File: config.mk
export PLATFORM = sky130hd
export DESIGN_NAME = dtimer_bank
export DESIGN_NICKNAME = d
export VERILOG_FILES = /design/src/rtl/dtimer_pkg.sv /design/src/rtl/dtimer_prescale.sv /design/src/rtl/dtimer_chan.sv /design/src/rtl/dtimer_bank.sv
export SDC_FILE = /design/constraint.sdc
export NUM_CORES = 1
export LEC_CHECK = 0
export BUFFER_PORTS_ARGS = -buffer_cell sky130_fd_sc_hd__buf_4
export CORE_MARGIN = 4
export CORE_UTILIZATION = 25
export DETAILED_ROUTE_END_ITERATION = 8
export GPL_TIMING_DRIVEN = 1
export SETUP_SLACK_MARGIN = 0.02
export SYNTH_ARGS = -nofsm -noshare
export SYNTH_HDL_FRONTEND = slang
export SYNTH_HIERARCHICAL = 1
export SYNTH_SLANG_ARGS = --single-unit
File: constraint.sdc
create_clock -name clk -period 2.45 [get_ports clk]
set_input_delay 0.49 -clock clk [delete_from_list [all_inputs] [get_ports clk]]
set_output_delay 0.49 -clock clk [all_outputs]
set_load 0.02 [all_outputs]
File: src/rtl/dtimer_pkg.sv
package dtimer_pkg;
   typedef enum logic [2:0] {
      RG_CTRL   = 3'd0,
      RG_CST_HI = 3'd1,
      RG_CST_LO = 3'd2,
      RG_CNT_HI = 3'd3,
      RG_CNT_LO = 3'd4
   } reg_e;

   localparam int OFS_W       = 3;
   localparam int SEL_W       = 3;
   localparam int CTL_IE_BIT  = 5;
   localparam int CTL_UNF_BIT = 8;
endpackage

File: src/rtl/dtimer_prescale.sv
module dtimer_prescale #(
   parameter int NDIV = 5,
   parameter int STEP = 2
) (
   input  logic            clk,
   input  logic            rst_n,
   output logic [NDIV-1:0] tick
);
   localparam int PS_W = STEP * NDIV;

   logic [PS_W-1:0] pre_q;

   always_ff @(posedge clk or negedge rst_n) begin
      if (!rst_n) pre_q <= '0;
      else        pre_q <= pre_q + 1'b1;
   end

   for (genvar k = 0; k < NDIV; k++) begin : g_tap
      assign tick[k] = &pre_q[STEP*(k+1)-1:0];
   end

   // the prescaler wraps to zero after its all-ones value
   assert_wrap_R3: assert property (@(posedge clk) disable iff (!rst_n)
      (&pre_q) |=> (pre_q == '0));
endmodule

File: src/rtl/dtimer_chan.sv
module dtimer_chan
   import dtimer_pkg::*;
#(
   parameter int CNT_W = 32,
   parameter int BUS_W = 16,
   parameter int NDIV  = 5
) (
   input  logic             clk,
   input  logic             rst_n,
   input  logic [NDIV-1:0]  tick_vec,
   input  logic             sel,
   input  logic             we,
   input  logic [OFS_W-1:0] ofs,
   input  logic [BUS_W-1:0] wdata,
   output logic [BUS_W-1:0] rdata,
   output logic             irq
);
   logic [CNT_W-1:0] cnt_q, cst_q, hold_q;
   logic [BUS_W-1:0] stage_q;
   logic [SEL_W-1:0] psel_q;
   logic             ie_q, unf_q;
   logic             tick, rd_acc, wr_acc, commit, underflow;

   assign rd_acc = sel & ~we;
   assign wr_acc = sel & we;
   assign commit = wr_acc && (ofs == RG_CNT_LO);

   always_comb begin
      tick = 1'b0;
      for (int k = 0; k < NDIV; k++)
         if (psel_q == SEL_W'(k)) tick = tick_vec[k];
   end

   assign underflow = tick && (cnt_q == '0) && !commit;

   always_ff @(posedge clk or negedge rst_n) begin
      if (!rst_n) begin
         cnt_q <= '1;
      end else if (commit) begin
         cnt_q <= {stage_q, wdata};
      end else if (tick) begin
         cnt_q <= (cnt_q == '0) ? cst_q : cnt_q - 1'b1;
      end
   end

   always_ff @(posedge clk or negedge rst_n) begin
      if (!rst_n) begin
         cst_q   <= '1;
         stage_q <= '0;
         hold_q  <= '0;
      end else begin
         if (wr_acc && ofs == RG_CST_HI) cst_q[CNT_W-1:BUS_W] <= wdata;
         if (wr_acc && ofs == RG_CST_LO) cst_q[BUS_W-1:0]     <= wdata;
         if (wr_acc && ofs == RG_CNT_HI) stage_q              <= wdata;
         if (rd_acc && ofs == RG_CNT_HI) hold_q               <= cnt_q;
      end
   end

   always_ff @(posedge clk or negedge rst_n) begin
      if (!rst_n) begin
         psel_q <= '0;
         ie_q   <= 1'b0;
         unf_q  <= 1'b0;
      end else begin
         if (wr_acc && ofs == RG_CTRL) begin
            psel_q <= wdata[SEL_W-1:0];
            ie_q   <= wdata[CTL_IE_BIT];
         end
         if (underflow)
            unf_q <= 1'b1;
         else if (wr_acc && ofs == RG_CTRL && !wdata[CTL_UNF_BIT])
            unf_q <= 1'b0;
      end
   end

   always_comb begin
      rdata = '0;
      if (rd_acc) begin
         case (ofs)
            RG_CTRL: begin
               rdata[SEL_W-1:0]   = psel_q;
               rdata[CTL_IE_BIT]  = ie_q;
               rdata[CTL_UNF_BIT] = unf_q;
            end
            RG_CST_HI: rdata = cst_q[CNT_W-1:BUS_W];
            RG_CST_LO: rdata = cst_q[BUS_W-1:0];
            RG_CNT_HI: rdata = cnt_q[CNT_W-1:BUS_W];
            RG_CNT_LO: rdata = hold_q[BUS_W-1:0];
            default:   rdata = '0;
         endcase
      end
   end

   assign irq = unf_q & ie_q;

   // a tick on a nonzero count steps it down by one
   assert_dec_R2: assert property (@(posedge clk) disable iff (!rst_n)
      (tick && cnt_q != '0 && !commit) |=> (cnt_q == $past(cnt_q) - 1'b1));
   // a reserved select code freezes the count
   assert_stop_R4: assert property (@(posedge clk) disable iff (!rst_n)
      (psel_q >= SEL_W'(NDIV) && !commit) |=> $stable(cnt_q));
   // a zero count reloads the previous constant and flags
   assert_reload_R5: assert property (@(posedge clk) disable iff (!rst_n)
      (tick && cnt_q == '0 && !commit) |=> (cnt_q == $past(cst_q) && unf_q));
   // the flag persists unless a clearing control write arrives
   assert_sticky_R6: assert property (@(posedge clk) disable iff (!rst_n)
      (unf_q && !(wr_acc && ofs == RG_CTRL)) |=> unf_q);
   // an upper-half read captures the whole count
   assert_snap_R10: assert property (@(posedge clk) disable iff (!rst_n)
      (rd_acc && ofs == RG_CNT_HI) |=> (hold_q == $past(cnt_q)));
   // the lower-half write loads the staged upper half
   assert_commit_R11: assert property (@(posedge clk) disable iff (!rst_n)
      commit |=> (cnt_q == {$past(stage_q), $past(wdata)}));
endmodule

File: src/rtl/dtimer_bank.sv
module dtimer_bank
   import dtimer_pkg::*;
#(
   parameter int NCH   = 3,
   parameter int CNT_W = 32,
   parameter int BUS_W = 16,
   parameter int NDIV  = 5,
   parameter int STEP  = 2,
   localparam int CH_W = (NCH > 1) ? $clog2(NCH) : 1,
   localparam int AW   = CH_W + OFS_W
) (
   input  logic             clk,
   input  logic             rst_n,
   input  logic             bus_en,
   input  logic             bus_we,
   input  logic [AW-1:0]    bus_addr,
   input  logic [BUS_W-1:0] bus_wdata,
   output logic [BUS_W-1:0] bus_rdata,
   output logic [NCH-1:0]   irq
);
   if (CNT_W != 2 * BUS_W) begin : g_bad_width
      $error("count width must be twice the bus width");
   end
   if (BUS_W <= CTL_UNF_BIT) begin : g_bad_bus
      $error("bus too narrow for the control layout");
   end
   if (NDIV < 1 || NDIV >= (1 << SEL_W)) begin : g_bad_ndiv
      $error("NDIV must leave at least one reserved select code");
   end
   if (NCH < 1) begin : g_bad_nch
      $error("at least one channel is required");
   end

   logic [NDIV-1:0]  tick_vec;
   logic [BUS_W-1:0] ch_rdata [NCH];
   logic [NCH-1:0]   ch_sel;

   dtimer_prescale #(.NDIV(NDIV), .STEP(STEP)) presc_i (
      .clk   (clk),
      .rst_n (rst_n),
      .tick  (tick_vec)
   );

   for (genvar i = 0; i < NCH; i++) begin : g_ch
      assign ch_sel[i] = bus_en && (bus_addr[AW-1:OFS_W] == CH_W'(i));
      dtimer_chan #(.CNT_W(CNT_W), .BUS_W(BUS_W), .NDIV(NDIV)) chan_i (
         .clk      (clk),
         .rst_n    (rst_n),
         .tick_vec (tick_vec),
         .sel      (ch_sel[i]),
         .we       (bus_we),
         .ofs      (bus_addr[OFS_W-1:0]),
         .wdata    (bus_wdata),
         .rdata    (ch_rdata[i]),
         .irq      (irq[i])
      );
   end

   always_comb begin
      bus_rdata = '0;
      for (int i = 0; i < NCH; i++) bus_rdata = bus_rdata | ch_rdata[i];
   end

   // at most one channel is selected per access
   assert_onesel_R9: assert property (@(posedge clk) disable iff (!rst_n)
      $onehot0(ch_sel));
endmodule

==> results of run 1 <==
==> worst max path at each step <==
stage,startpoint,end,slack (ns),cells past startpoint
finish,g_ch[1].chan_i/cst_q[25]$_DFFE_PN1P_,bus_rdata[9],-0.20,6
global route,g_ch[1].chan_i/cst_q[25]$_DFFE_PN1P_,bus_rdata[9],-0.24,6
CTS,g_ch[1].chan_i/cst_q[19]$_DFFE_PN1P_,bus_rdata[3],-0.20,6
detailed placement,bus_addr[1],bus_rdata[4],-0.58,10
global placement,bus_addr[1],bus_rdata[4],-0.53,9
floorplan,bus_addr[2],bus_rdata[10],0.02,8
==> state kept, by name (all words and copies together) (netlist names) <==
| name | count |
|---|---|
| g_ch.chan_i/stage_q | 48 |
| g_ch.chan_i/psel_q | 9 |
| g_ch.chan_i/ie_q | 3 |
| g_ch.chan_i/hold_q | 48 |
| g_ch.chan_i/unf_q | 3 |
| presc_i/pre_q | 10 |
| g_ch.chan_i/cst_q | 96 |
| g_ch.chan_i/cnt_q | 96 |
==> kinds of logic after synthesis <==
family                   share of synthesized area (%)
multiplexers                                      14.6
AO/OA/AOI/OAI                                     15.8
buffers and inverters                             3.32
XOR/XNOR                                          3.60
AND/OR/NAND/NOR                                   15.9
flip-flops                                        46.2
adder cells (fa/ha/maj)                          0.501
==> worst reg2reg max path, delay by kind of cell (launching register included) <==
family | cells | cell delay (ns)
flip-flops | 1 | 0.36
buffers and inverters | 2 | 0.30
AO/OA/AOI/OAI | 2 | 0.16
AND/OR/NAND/NOR | 5 | 1.46
==> cells in the mapped netlist, types with 21 or more instances <==
master	count	share of area, %
a221o_1	37	2.1
xor2_1	42	2.1
dfstp_2	192	29
nand2_1	55	1.2
mux2i_1	24	1.4
xnor2_1	28	1.4
mux2_2	198	13
clkbuf_1	60	1.3
nor3_1	54	1.5
a22oi_1	89	3.8
o21ai_0	35	1.0
nand3_1	25	0.72
o21ai_1	58	1.7
a211oi_1	35	1.5
or3_1	24	0.86
buf_2	35	1.0
dfrtp_1	121	17
nor2_1	177	3.8
nor2_2	21	0.75
a221oi_1	35	1.8
a21oi_1	52	1.5
==> report_power, final <==
group / switching [mW] / internal, mW
Combinational: 2.43 / 2.42
Sequential: 1.82 / 6.95
Clock: 2.35 / 3.55
==> timing repair <==
action                     in CTS  in global routing
setup endpoints to repair      79                 89
cloned                          0                  2
hold buffers                    1                  0
hold endpoints to repair       24                  0
pin swaps                      41                 32
gates resized for setup       158                 75
buffers inserted               13                 15
==> layout make-up <==
cell class | instances | area share, %
multi-input cells | 1198 | 43.5
flip-flops and latches | 313 | 35.5
repair buffers | 236 | 9.79
well taps | 931 | 5.12
clock buffers | 51 | 4.75
clock inverters | 19 | 0.967
inverters | 20 | 0.363
diodes | 2 | 0.0220
==> metal layers <==
metal	routed length, microns	vias up
met5	0	-
met4	2110	0
met3	4670	117
met2	27700	653
met1	27100	7614
li1	-	6511
==> flow_summary.yaml, run 1 <==
layout:
  fill_cells: 6968
  drive_gt1_share_pct: 50.5
  mostFrequentLayoutCell: "mux2_2"
  fin_nets: 1839
  instances_no_fill: 2770
  final_cell_mix: "mux2_2 (198), dfstp_2 (192), buf_4 (177), nor2_1 (150), dfrtp_1 (120)"
  multi_input_area_sq_um: 9910
  ff_latch_area_sq_um: 8070
  area_growth_pct: 30.3
  final_cell_area_sq_um: 22800
  fin_util_pct: 33.0
floorplan:
  die_w_microns: 272
  die_area_sq_um: 74200
  die_h_microns: 272
  row_count: 96
  start_util_pct: 25.3
  ioPinCount: 44
  core_sq_um: 68900
synthesis:
  synthFlopType: "dfstp_2"
  syn_inst: 1635
  synth_seq_cells: 313
  yosysSeqAreaShare_pct: 46.2
  yosys_warnings: 6
  syn-num-nets: 1667
  synthArstFlopShare_pct: 100
  ys_types: 76
  synth-edff-count: 0
  synth_area_sq_um: 17500
  avgSynthCellArea_sq_um: 10.7
power_and_ir_drop:
  power_leakage_nw: 8.83
  ir_worst_vdd_mv: 0.607
  power_density_nw_per_um2: 858
  total_power_mw: 19.5
global_routing:
  grt_overflow_total: 0
  antenna_found_initial: 4
  grt_max_degree: 58
  grt_pass1_wl_microns: 93200
  met2_usage_pct: 24.9
  grt_pass1_vias: 14800
  use_met1_pct: 22.7
  grt_use_total_pct: 16.1
  grt_use_met3_pct: 2.75
  grt-busiest-layer: "met2"
placement:
  hpwl_microns: 42600
  place_inst: 2668
  placed_area_sq_um: 20100
  io_buffers: 43
  gp_congestion: 0.945
  dp_slack_ns: -0.578
detailed_routing:
  dr_total_vias: 14900
  dr.first_iter.drc_count: 1538
  ant_nets: 0
  wl_per_cell_microns: 22.2
  firstDrtPassIters: 6
  drc: 0
  avgViaCountPerCell: 5.38
  routed_wl_microns: 61500
timing:
  min_period_ns: 2.65
  rsz0062_at_grt: "yes"
  fin_crit_sh_pct: 108
  max_slew_margin_pct: 63.8
  skew_ns: 0.0324
  hold_viol_final: 0
  tightest_slew_ns: 0.542
  fin_ws_ns: -0.204
  setup_violations: 16
  final-max-slew-violation-count: 0
  hold-worst-slack_ns: 0.319
  fmax_mhz: 377
  fin_setup_tns_ns: -2.02
critical_path:
  cp-end-kind: "output port"
  worstPathRequired_ns: 1.96
  worstPathCellList: "a22oi_2 -> nor2_2 -> a221oi_4 -> nor2_1 -> or3_4 -> buf_6"
  path_class: "reg -> out"
  rrSetupSlack_ns: 0.08
  cp_max_fo: 3
  ff2ff_path_depth: 9
  critical-path-max-stage-delay_ns: 0.44
  timing.rr.end: "g_ch[0].chan_i/cnt_q[15]$_DFFE_PN1P_"
  worst_path_max_delay_cell: "or3_4"
  path_buf_inv: 1
  r2r-start: "presc_i/pre_q[4]$_DFF_PN0_"
  path_delay_family: "simple AND/OR/NAND/NOR gates"
  start_kind: "register"
  worstPathArrival_ns: 2.16
clock_tree:
  clock_sinks: 313
  path_clk_slew_ns: 0.06
  cts_buffer_depth: 3
  cts_root_buffer: "clkbuf_16"
  cts_tree: "yes"
  clk_latency_ns: 0.57
  htreeDepth: 2
  cts_made_buffers: 38
hold_path:
  min_path_cells: 3
  worstHoldStart: "bus_wdata[15]"
  min_path_type: "in -> reg"
  min_to: "g_ch[0].chan_i/cnt_q[15]$_DFFE_PN1P_"
outcome:
  outcome: "finished, violations left"
  violations: "setup timing"
flow_run:
  max-cap-violations: 0
(Power assumes the default switching activity.)
==> run 2, diff against run 1 <==
Settings changed: CTS_BUF_LIST set to sky130_fd_sc_hd__clkbuf_4 sky130_fd_sc_hd__clkbuf_8, SYNTH_HIERARCHICAL 1 to unset.
==> run 2 against run 1 <==
  * The flow still finishes with violations (setup timing)
  * Maximum frequency down 0.64%
  * Via count grew 1.4%
  * Count of clock-buffer cells in the layout rose by 48
  * Synthesized cell count up 2.6%
  * Largest cell class unchanged
  * Largest power group unchanged
  * Highest routed layer unchanged
==> flow_summary.yaml, run 2 <==
global_routing:
  grt_pass1_wl_microns: 95000
  grt_pass1_vias: 15200
  grt_max_degree: 64
  grt_use_total_pct: 16.6
  grt_overflow_total: 0
  antenna_found_initial: 1
power_and_ir_drop:
  ir_worst_vdd_mv: 0.414
  power_density_nw_per_um2: 877
  power_leakage_nw: 9.25
  total_power_mw: 19.7
timing:
  max_slew_margin_pct: 54.8
  fin_setup_tns_ns: -1.04
  hold_viol_final: 0
  tightest_slew_ns: 0.673
  final-max-slew-violation-count: 0
  rsz0062_at_grt: "yes"
  fin_crit_sh_pct: 109
  fin_ws_ns: -0.221
  setup_violations: 8
  min_period_ns: 2.67
  fmax_mhz: 374
  skew_ns: 0.0482
floorplan:
  die_area_sq_um: 72900
  ioPinCount: 44
  die_w_microns: 270
  core_sq_um: 67600
  row_count: 95
  die_h_microns: 270
  start_util_pct: 25.4
synthesis:
  synthArstFlopShare_pct: 100
  synthFlopType: "dfstp_2"
  yosys_warnings: 0
  ys_types: 65
  synth_area_leader_cell: "dfstp_2"
  synth-edff-count: 0
  syn_inst: 1677
  synth_area_sq_um: 17200
  yosys.area.top_type_share_pct: 29.4
  ys_top_cells_by_area: "dfstp_2 (29%), dfrtp_1 (18%), mux2_2 (13%)"
  yosysSeqAreaShare_pct: 47.1
  avgSynthCellArea_sq_um: 10.2
  synth_seq_cells: 313
  synth.most_common_cell: "mux2_2"
  yosys-top-cells-count: "mux2_2 (196), dfstp_2 (192), nor2_1 (160)"
  syn-num-nets: 1709
clock_tree:
  clk_latency_ns: 0.67
  cts_root_buffer: "clkbuf_8"
  cts_made_buffers: 58
  cts_tree: "yes"
  htreeDepth: 2
  cts_buffer_depth: 3
  clock_sinks: 313
  path_clk_slew_ns: 0.06
critical_path:
  start_kind: "register"
  timing.rr.end: "g_ch[0].chan_i.cnt_q[20]$_DFFE_PN1P_"
  cp-end-kind: "output port"
  crit_path_start: "g_ch[0].chan_i.ie_q$_DFFE_PN0P_"
  worstPathArrival_ns: 2.18
  r2r-start: "g_ch[0].chan_i.cnt_q[11]$_DFFE_PN1P_"
  path_class: "reg -> out"
  rrSetupSlack_ns: 0.09
  ff2ff_path_depth: 6
  cp_max_fo: 3
  worstPathRequired_ns: 1.96
detailed_routing:
  firstDrtPassIters: 6
  avgViaCountPerCell: 5.38
  ant_nets: 0
  routed_wl_microns: 63300
  dr_total_vias: 15100
  wl_per_cell_microns: 22.6
  dr.first_iter.drc_count: 1431
  drc: 0
layout:
  final_cell_mix: "buf_4 (212), mux2_2 (196), dfstp_2 (192), nor2_1 (143), a21oi_1 (132)"
  reg_top3: "g_ch.chan_i.cnt_q: 96 flops, g_ch.chan_i.cst_q: 96 flops"
  fin_util_pct: 33.2
  final_cell_area_sq_um: 22500
  drive_gt1_share_pct: 47.8
  area_growth_pct: 31.0
  instances_no_fill: 2806
  fin_nets: 1917
  mostFrequentLayoutCell: "buf_4"
placement:
  gp_congestion: 0.909
  io_buffers: 43
  place_inst: 2642
  hpwl_microns: 43800
  placed_area_sq_um: 19900
flow_run:
  max-cap-violations: 0
outcome:
  violations: "setup timing"
  outcome: "finished, violations left"
hold_path:
  worstHoldStart: "bus_wdata[3]"
  min_to: "g_ch[0].chan_i.cnt_q[3]$_DFFE_PN1P_"
  min_path_type: "in -> reg"
  min_path_cells: 3
[run 2: stage by stage]
stage | worst slack (ns) | hold WS (ns)
floorplan | 0.0359 | 0.194
global placement | -0.249 | 0.430
detailed placement | -0.255 | 0.433
CTS | -0.244 | 0.139
global route | -0.326 | 0.158
finish | -0.221 | 0.187
[run 2: worst max path at each step]
stage               slack (ns)             to  cells past startpoint
finish                   -0.22   bus_rdata[5]                      4
CTS                      -0.24   bus_rdata[0]                      6
global placement         -0.25   bus_rdata[0]                      8
global route             -0.33   bus_rdata[5]                      4
floorplan                 0.04  bus_rdata[15]                      7
detailed placement       -0.26   bus_rdata[8]                      8
[run 2: layer usage]
metal | track usage, % | up-vias | wire length [microns]
met1 | 22.3 | 7633 | 27300
li1 | - | 6658 | -
met2 | 26.3 | 675 | 29000
met3 | 3.74 | 135 | 4900
met4 | 5.49 | 0 | 2130
met5 | 0 | - | 0
[run 2: logic make-up after synthesis]
family	Yosys count	share of synthesized area, %
and+or+nand+nor	470	13.9
AOI/OAI and AO/OA	437	16.7
DFF	313	47.1
muxes	221	14.3
buffers and inverters	148	3.43
xor gates and xnor gates	81	4.14
adders and majority gates	7	0.511
[run 2: repair_timing]
item,in CTS,in global routing
cloned,0,5
endpoints found under the setup margin,30,66
pin swaps,42,46
buffers inserted,22,30
endpoints found under the hold margin,22,0
resized for setup,100,68
hold buffers,1,0
[run 2: worst max-delay path: stages, from the launching register on]
cell	delay, ns
dfrtp_1	0.41
a222oi_1	0.46
o22ai_1	0.16
or3_4	0.35
buf_6	0.14
[run 2: area by class of cell]
cell class | instances | area [sq um]
diodes | 1 | 2.50
clock buffers | 99 | 1200
clock inverters | 8 | 78.8
fillers | 6742 | 45200
inverters | 12 | 45.0
multi-input cells | 1216 | 9180
flip-flops and latches | 313 | 8080
well taps | 873 | 1090
repair buffers | 284 | 2800
[run 2: report_power, final]
group | switching (mW) | internal [mW]
Combinational | 2.86 | 2.81
Sequential | 1.53 | 7.00
Clock | 2.32 | 3.17
Total | 6.72 | 13.0
==> run 3, diff against run 2 <==
Settings changed: BUFFER_PORTS_ARGS -buffer_cell sky130_fd_sc_hd__buf_4 to -buffer_cell sky130_fd_sc_hd__buf_2, CORE_MARGIN 4 to 3.
==> run 3 against run 2 <==
  * The run still ends with setup timing left
  * Hold slack improved by 0.053 ns
  * First-iteration DRC count is 4.5% higher
  * Core utilization is 0.17 points higher
  * Worst setup slack gained 0.0090 ns
  * Clock power fell by 0.9%
  * Global-route usage increased by 0.89 points
  * Critical path type is now in -> out
==> flow_summary.yaml, run 3 (synthesis gave the netlist of run 2 again) <==
timing:
  final-max-slew-violation-count: 0
  tightest_slew_ns: 0.682
  hold_viol_final: 0
  rsz0062_at_grt: "yes"
  fin_crit_sh_pct: 109
  max_slew_margin_pct: 54.2
  hold-worst-slack_ns: 0.240
  min_period_ns: 2.66
  fmax_mhz: 376
  skew_ns: 0.0262
  setup_violations: 7
  fin_ws_ns: -0.212
clock_tree:
  cts_buffer_depth: 3
  clk_latency_ns: 0.66
  path_clk_slew_ns: 0.06
  cts_made_buffers: 56
  cts_tree: "yes"
  htreeDepth: 2
  cts_root_buffer: "clkbuf_8"
  clock_sinks: 313
layout:
  fill_cells: 6728
  reg_top3: "g_ch.chan_i.cnt_q: 96 flops, g_ch.chan_i.cst_q: 96 flops"
  final_cell_mix: "mux2_2 (196), dfstp_2 (192), buf_4 (186), nor2_1 (141), a21oi_1 (130)"
  instances_no_fill: 2802
  final_cell_area_sq_um: 22500
  drive_gt1_share_pct: 48.1
  fin_nets: 1915
  area_growth_pct: 31.4
  ff_latch_area_sq_um: 8070
  antennaDiodeCount: 0
  multi_input_area_sq_um: 9310
  fin_util_pct: 33.4
  mostFrequentLayoutCell: "mux2_2"
placement:
  placed_area_sq_um: 19800
  hpwl_microns: 43200
  gp_congestion: 0.894
  io_buffers: 43
  place_inst: 2651
hold_path:
  min_to: "g_ch[2].chan_i.cnt_q[7]$_DFFE_PN1P_"
  worstHoldStart: "bus_wdata[7]"
  min_path_type: "in -> reg"
  min_path_cells: 3
floorplan:
  ioPinCount: 44
  start_util_pct: 25.4
  die_h_microns: 268
  row_count: 95
  die_w_microns: 268
  core_sq_um: 67500
  die_area_sq_um: 71800
detailed_routing:
  ant_nets: 0
  dr.first_iter.drc_count: 1495
  drc: 0
  routed_wl_microns: 63300
  wl_per_cell_microns: 22.6
  firstDrtPassIters: 6
  dr_total_vias: 15100
  avgViaCountPerCell: 5.39
outcome:
  outcome: "finished, violations left"
  violations: "setup timing"
critical_path:
  path_class: "in -> out"
  worstPathArrival_ns: 2.17
  cp-end-kind: "output port"
  start_kind: "input port"
  timing.rr.end: "g_ch[1].chan_i.cnt_q[26]$_DFFE_PN1P_"
  r2r-start: "g_ch[1].chan_i.cnt_q[22]$_DFFE_PN1P_"
  worstPathRequired_ns: 1.96
  cp_max_fo: 6
  ff2ff_path_depth: 7
  rrSetupSlack_ns: 0.08
global_routing:
  grt_use_met3_pct: 3.58
  grt_pass1_wl_microns: 96200
  met2_usage_pct: 28.0
  grt_use_total_pct: 17.4
  use_met1_pct: 23.3
  antenna_found_initial: 9
  grt_max_degree: 63
  grt_pass1_vias: 15200
  grt_overflow_total: 0
  grt-busiest-layer: "met2"
flow_run:
  max-cap-violations: 0
power_and_ir_drop:
  total_power_mw: 19.6
  ir_worst_vdd_mv: 0.409
  power_density_nw_per_um2: 868
  power_leakage_nw: 9.22
run 3: cell count changes in the layout (fill, tap and decap cells not counted), moves of 5 or more:
| cell | previous run | this run |
|---|---|---|
| buf_4 | 212 | 186 |
| buf_2 | 0 | 23 |
| a221oi_4 | 0 | 6 |
| a22oi_1 | 42 | 36 |
| a22oi_2 | 23 | 29 |
| a221oi_2 | 16 | 11 |
| clkbuf_16 | 5 | 0 |
run 3: how the worst max path moves through the flow:
stage,start,end,slack (ns)
floorplan,bus_addr[0],bus_rdata[15],0.04
global placement,bus_addr[0],bus_rdata[0],-0.25
detailed placement,bus_addr[0],bus_rdata[0],-0.25
CTS,g_ch[1].chan_i.cnt_q[16]$_DFFE_PN1P_,bus_rdata[0],-0.25
global route,g_ch[1].chan_i.cnt_q[16]$_DFFE_PN1P_,bus_rdata[0],-0.25
finish,bus_addr[0],bus_rdata[0],-0.21
run 3: power by group:
part | internal [mW] | switching (mW)
logic | 2.80 | 2.82
registers | 7.00 | 1.52
clock network | 3.11 | 2.33
total | 12.9 | 6.67
run 3: layout make-up:
cell class | instances | share of cell area (%)
Multi-Input combinational cell | 1216 | 41.3
Sequential cell | 313 | 35.8
Timing Repair Buffer | 284 | 12.3
Clock buffer | 96 | 5.22
Tap cell | 873 | 4.85
Clock inverter | 8 | 0.311
Inverter | 12 | 0.200
run 3: repair_timing:
action | CTS | global route
buffers inserted | 35 | 13
gates resized for setup | 146 | 67
setup endpoints to repair | 17 | 56
hold buffers | 1 | 0
pin swaps | 46 | 44
cloned | 6 | 0
endpoints found under the hold margin | 29 | 0
run 3: metrics by stage:
| step | setup slack [ns] | TNS, ns |
|---|---|---|
| floorplan | 0.0359 | 0 |
| CTS | -0.247 | -0.982 |
| global route | -0.246 | -1.40 |
| finish | -0.212 | -0.868 |
| global placement | -0.254 | -2.46 |
| detailed placement | -0.252 | -2.80 |
run 3: worst max-delay path, stage by stage:
cell,delay (ns)
buf_12,0.11
buf_6,0.11
and2_4,0.18
buf_12,0.13
bufbuf_16,0.27
a22oi_2,0.12
a21oi_2,0.07
buf_4,0.15
or3_4,0.40
buf_6,0.14
run 3: routing by layer:
layer  share of wire (%)  vias up
met4                 3.7       10
met5               0.098        -
met3                 7.1      131
met1                  43     7702
li1                    -     6643
met2                  46      612
